<file path="config.mk">
export PLATFORM = sky130hd
export DESIGN_NAME = t3_febe_gen
export DESIGN_NICKNAME = d
export VERILOG_FILES = /design/src/rtl/t3_febe_gen.sv
export SDC_FILE = /design/constraint.sdc
export NUM_CORES = 1
export LEC_CHECK = 0
export ABC_AREA = 1
export BUFFER_PORTS_ARGS = -buffer_cell sky130_fd_sc_hd__buf_2
export CORE_AREA = 2 2 39 41
export DETAILED_ROUTE_END_ITERATION = 8
export DIE_AREA = 0 0 41 43
export HOLD_SLACK_MARGIN = 0.08
export MAX_ROUTING_LAYER = met4
export PLACE_DENSITY = 0.3
export SKIP_LAST_GASP = 1
export SLEW_MARGIN = 25
export SYNTH_ARGS = -nofsm -noshare
export SYNTH_HDL_FRONTEND = slang
export SYNTH_SLANG_ARGS = --single-unit
</file>
<file path="constraint.sdc">
create_clock -name clk -period 1.9 [get_ports clk]
set_clock_uncertainty 0.15 [all_clocks]
set_input_delay 0 -clock clk [delete_from_list [all_inputs] [get_ports clk]]
set_output_delay 0 -clock clk [all_outputs]
set_load 0.05 [all_outputs]
</file>
<file path="src/rtl/t3_febe_gen.sv">
module t3_febe_gen (
  input  logic clk,
  input  logic rst_n,
  input  logic t3_sel,
  input  logic cbit_sel,
  input  logic auto_off,
  input  logic force_act,
  input  logic rx_err,
  input  logic rx_mf_end,
  input  logic tx_mf_start,
  input  logic febe_slot,
  output logic febe_bit,
  output logic ins_en
);

  logic err_acc, err_pend, act_q, code_q;

  always_ff @(posedge clk) begin
    if (!rst_n) begin
      err_acc  <= 1'b0;
      err_pend <= 1'b0;
      act_q    <= 1'b0;
      code_q   <= 1'b1;
    end else begin
      if (rx_mf_end)   err_acc <= 1'b0;
      else if (rx_err) err_acc <= 1'b1;

      if (rx_mf_end)        err_pend <= err_acc | rx_err;
      else if (tx_mf_start) err_pend <= 1'b0;

      if (tx_mf_start) begin
        act_q  <= t3_sel & cbit_sel;
        code_q <= auto_off ? ~force_act : ~err_pend;
      end
    end
  end

  assign febe_bit = code_q;
  assign ins_en   = act_q & febe_slot;

endmodule


</file>
* Yosys cells after proc, flatten, opt, wreduce, memory -nomap -nowiden
Index checks and enable logic that the tools add are counted.
Operators by class: reduce and logical (&&, ||, !) cells 2, bitwise gates (word level) 6, multiplexer cells 3
Operators by type and width (number):
- $mux 1 | 3
- $not 1->1 | 3
- $and 1x1->1 | 2
- $reduce_bool 2->1 | 1
- $reduce_or 2->1 | 1
- $or 1x1->1 | 1
Storage, ports and cells: flip-flop bits (word level) 4, logic and storage cells 15, output and inout bits 2, bits of input ports 10

* Depth between registers and ports, before layout
Gate-level depths: netlist of the first run.
depth after elaboration 2, mapped depth 4, gate-level depth less buffers 4

* Least setup slack after synthesis of the first run
No wires, ideal clock.
path type register -> register, from register, netlist name febe_bit, to register code_q, in the netlist febe_bit, arrival time 0.800 ns, required time 1.690 ns, path buffers 0, slack 0.890 ns, library setup time 0.060 ns, cell stages (with the launch flop) 3, period minus slack after synthesis 1.010 ns, path through dfxtp_1 a21oi_1 nand2_1
RTL lines:
- end signal, assigned | line 33 | code_q <= auto_off ? ~force_act : ~err_pend;
- end, declared | line 16 | logic err_acc, err_pend, act_q, code_q;

* Final worst setup path of the first run
from input rx_err, to register err_pend
Between the ends: longest elaborated chain between the ends 2
RTL lines:
- start, declared | line 8 | input logic rx_err,
- $or 1x1->1 | line 28 | if (rx_mf_end) err_pend <= err_acc | rx_err;
- $mux 1 | line 28
- end signal, assigned | line 28
- end, declared | line 16
Every way passes these cells. A chain may end at the register's enable or synchronous reset.

==> results of run 1 <==
[metrics by stage]
stage	utilization	cell area [um2]
2_1_floorplan	-	176.4
3_3_place_gp	0.1817	251.5
3_5_place_dp	0.1817	251.5
4_1_cts	0.2848	394.1
5_1_grt	0.2848	394.1
6_report	0.2848	394.1
[repair_timing]
| item | in CTS | in global routing |
|---|---|---|
| setup endpoints to repair | 0 | 0 |
| hold endpoints to repair | 4 | 0 |
| hold buffers | 12 | 0 |
[kinds of logic (layout without fill, tap and decap cells)]
family | after synthesis | after routing | synth area share
buf+inv | 7 | 33 | 0.1490
simple gates | 14 | 14 | 0.3120
compound gates | 3 | 3 | 0.08508
flops | 4 | 4 | 0.4539
[worst min-delay path, stage by stage]
cell and delay, ns:
buf_2 0.09, nand2_1 0.05, inv_1 0.03, buf_2 0.20
[final cells by class]
cell class,count,share of cell area
well taps,16,0.05079
repair buffers,23,0.4444
clock buffers,3,0.05714
flip-flops and latches,4,0.2032
multi-input cells,17,0.1778
inverters,7,0.06667
[registers in the layout (all words and copies together) (netlist names)]
register and count:
err_pend 1, err_acc 1, act_q 1, febe_bit 1
[cell usage after synthesis (all sizes together)]
cell,count,share of area
nand2,8,0.17
inv,7,0.15
dfxtp,4,0.45
nor2,4,0.085
a21oi,2,0.057
nand3,1,0.028
nor3,1,0.028
o21ai,1,0.028
[worst paths after layout]
check | startpoint | to | slack [ns] | cells past startpoint
max | rx_err | err_pend | 0.44 | 7
min | febe_slot | ins_en | 0.22 | 4
max reg2reg | err_acc | err_pend | 0.56 | 5
min reg2reg | febe_bit | febe_bit | 0.32 | 2
[routing by layer]
layer	GRT usage	up-vias
met3	0.06283	0
met2	0.07500	11
li1	-	138
met4	0.06000	0
met5	-	-
met1	0.06452	109
[power by group]
| part | total (mW) | leakage, nW | internal [mW] | switching (mW) |
|---|---|---|---|---|
| sequential | 0.0917 | 0.0331 | 0.0896 | 0.00209 |
| clock | 0.105 | 0.0138 | 0.0706 | 0.0348 |
| combinational | 0.0538 | 0.162 | 0.0301 | 0.0237 |
==> qor.yml, run 1 <==
path_buf_inv: 4
final_hold_viol_count: 0
cts_sinks: 4
cpPeakStageDelay_ns: 0.53
dieHeight_um: 43
final_cells: 70
min_period_over_period: 0.7665
finalMaxSlewViolations: 0
drive_above_1_share: 0.2963
crit_slowest_cell: "dlygate4sd3_1"
io_buffers: 11
finalSetupViolCount: 0
power.density_nw_per_um2: 636.6
pin_count: 12
cp_cell_sequence: "dlygate4sd3_1 -> buf_2 -> nor2_1 -> inv_1 -> nand2_1 -> dlygate4sd3_1 -> nand2_1"
fin_setup_tns_ns: 0
cp-start-kind: "primary input"
nets: 66
clk-insertion-delay-late_ns: 0.24
drc_errors: 0
numCtsBuffers: 3
vias_per_cell: 3.686
synth_seq_cells: 4
max_freq_mhz: 686.7
dp.cells: 55
place.gp.congestion: 0.5665
floorplan.rows: 14
cts_max_path_buffers: 2
setup_ws_ns: 0.4437
grt_pass1_vias: 193
ctsRootBufferMaster: "clkbuf_4"
wl_met1_um: 208
die_x_um: 41
clk_pin_slew_ns: 0.04
synth_warnings: 0
status: "complete, no violations"
cp-end-kind: "register"
cts_resized: 0
path_class: "in2reg"
overflow: 0
layout_common_cells: "dlygate4sd3_1, buf_2, nand2_1"
die-area_um2: 1763
track_usage: 0.06694
p_leak_nw: 0.2089
start_util: 0.1275
cts_tree: "done"
syn-num-nets: 38
routed-wl-met3_um: 51
place.detailed.hpwl_um: 329.9
synth_seq_area_share: 0.4539
ant_nets: 0
grt_pass1_wl_um: 696
rsz0062_at_grt: "false"
htreeDepth: 1
worst_pin_slew_ns: 0.2481
postSynthAreaPerCell_um2: 6.301
multi_input_area_um2: 70.07
syn2layout_area_growth_pct: 123.4
synth.distinct_cells: 9
critPathMaxFanout: 2
wl_per_cell_um: 6.671
power_uw: 250.9
vias: 258
initialDrtViolationCount: 3
final-seq-area_um2: 80.08
cp_data_arrival_time_ns: 1.44
worst_ep_required_time_ns: 1.88
wirelength_um: 467
fin_crit_ns: 1.456
hold_ws_ns: 0.2189
routed.top_layer: "met3"
synth.cell_area_um2: 176.4
final_common_cell: "dlygate4sd3_1"
num_antenna_cells: 0
core_um2: 1384
cts_setup_buffers: 0
maxCapViolations: 0
nFillCells: 161
synthCells: 28
slew_headroom: 0.8358
ir_drop_mv: 0.2524
wl_met2_um: 207
crit_family: "buffers and inverters"
first_pass_iters: 3
hold_path_class: "in2out"
grt_max_degree: 5
antenna_found_initial: 0
post-place-ws_ns: 1.095
Note: power is estimated with default switching activity, not from simulation.
==> inputs of run 2 (changes only) <==
- clock period: 1.9 -> 1.5 ns (I/O delays scaled with it)
==> qor.yml, run 2 (synthesized netlist as in run 1, its figures left out) <==
stdcell_area_um2: 396.6  # +0.63%
maxCapViolations: 0  # unchanged
critPathMaxFanout: 4  # +2
fin_crit_ns: 1.429
syn2layout_area_growth_pct: 124.8
final_common_cell: "dlygate4sd3_1"
clk-insertion-delay-late_ns: 0.24  # about the same
rsz0062_at_grt: "false"
htreeDepth: 1  # unchanged
io_buffers: 11  # unchanged
core_um2: 1384  # unchanged
ctsRootBufferMaster: "clkbuf_4"
hold_ws_ns: 0.2189  # unchanged
ir_drop_mv: 0.3197  # +27%
pin_count: 12  # unchanged
cts_tree: "done"
vias_per_cell: 3.686  # unchanged
min_period_over_period: 0.9526
cts_sinks: 4  # unchanged
grt_max_degree: 5  # unchanged
path_class: "in2reg"
track_usage: 0.06694  # unchanged
start_util: 0.1275  # unchanged
hold_path_class: "in2out"
place_area_um2: 251.5  # unchanged
die-area_um2: 1763  # unchanged
wirelength_um: 465  # -0.43%
worst_ep_required_time_ns: 1.48  # -0.40 ns
cp-end-kind: "register"
layout_common_cells: "dlygate4sd3_1, buf_2, nand2_1"
place.gp.congestion: 0.5857  # +3.4%
fin_setup_tns_ns: 0  # unchanged
grt_pass1_wl_um: 696  # unchanged
first_pass_iters: 4  # +1
cts_max_path_buffers: 2  # unchanged
fin_util: 0.2866  # +0.001808
finalMaxSlewViolations: 0  # unchanged
finalSetupViolCount: 0  # unchanged
drive_above_1_share: 0.3148  # +0.01852
floorplan.rows: 14  # unchanged
initialDrtViolationCount: 3  # unchanged
post-place-ws_ns: 0.6947  # -0.4000 ns
ant_nets: 0  # unchanged
num_antenna_cells: 0  # unchanged
vias: 258  # unchanged
numCtsBuffers: 3  # unchanged
worst_pin_slew_ns: 0.2481  # unchanged
drc_errors: 0  # unchanged
setup_ws_ns: 0.07114  # -0.3726 ns
dieHeight_um: 43  # unchanged
cp-start-kind: "primary input"
grt_pass1_vias: 193  # unchanged
antenna_found_initial: 0  # unchanged
cp_data_arrival_time_ns: 1.41  # -0.03 ns
clk_pin_slew_ns: 0.03  # about the same
max_freq_mhz: 699.9
p_leak_nw: 0.2090  # about the same
status: "complete, no violations"
overflow: 0  # unchanged
die_x_um: 41  # unchanged
slew_headroom: 0.8358  # unchanged
final_hold_viol_count: 0  # unchanged
cts_setup_buffers: 0  # unchanged
nets: 66  # unchanged
power.density_nw_per_um2: 803.0  # +26%
wl_per_cell_um: 6.643  # -0.43%
place.detailed.hpwl_um: 329.9  # unchanged
## run 2: layer usage
layer / global-route usage / wire length (um) / vias up
met3: 0.06283 / 51 / 0
met2: 0.07500 / 207 / 11
met5: - / 0 / -
met4: 0.06000 / 0 / 0
met1: 0.06452 / 205 / 109
li1: - / - / 138
## run 2: power by group
part	switching (mW)	internal, mW
clock	0.0440	0.0895
combinational	0.0302	0.0384
sequential	0.00284	0.113
## run 2: path summary, 6_finish.rpt
path,cells past startpoint,slack [ns],end,from
worst max-delay path,5,0.07,act_q,tx_mf_start
worst min-delay path,4,0.22,ins_en,febe_slot
worst max register to register,5,0.18,err_pend,err_acc
worst min register to register,2,0.32,febe_bit,febe_bit
## run 2: per-stage QoR
step           total power [mW]  std cells
4_1_cts                  0.3238         70
5_1_grt                  0.3416         70
3_5_place_dp             0.1620         55
3_3_place_gp             0.1617         55
2_1_floorplan            0.1425         28
6_report                 0.3185         70
## run 2: what timing repair did
action,4_1_cts,5_1_grt
endpoints found under the setup margin,0,1
hold endpoints to repair,4,0
hold buffers,12,0
gates resized for setup,0,1
## run 2: area by class of cell
type	instances	area (um2)
Fill cell	161	987.2
Multi-Input combinational cell	17	72.57
Sequential cell	4	80.08
Clock buffer	3	22.52
Timing Repair Buffer	23	175.2
Tap cell	16	20.02
Inverter	7	26.28
## run 2: worst max-delay path, cell delays in order
cell	delay, ns
dlygate4sd3_1	0.53
buf_2	0.15
o21ai_0	0.14
dlygate4sd3_1	0.56
nor2_1	0.04
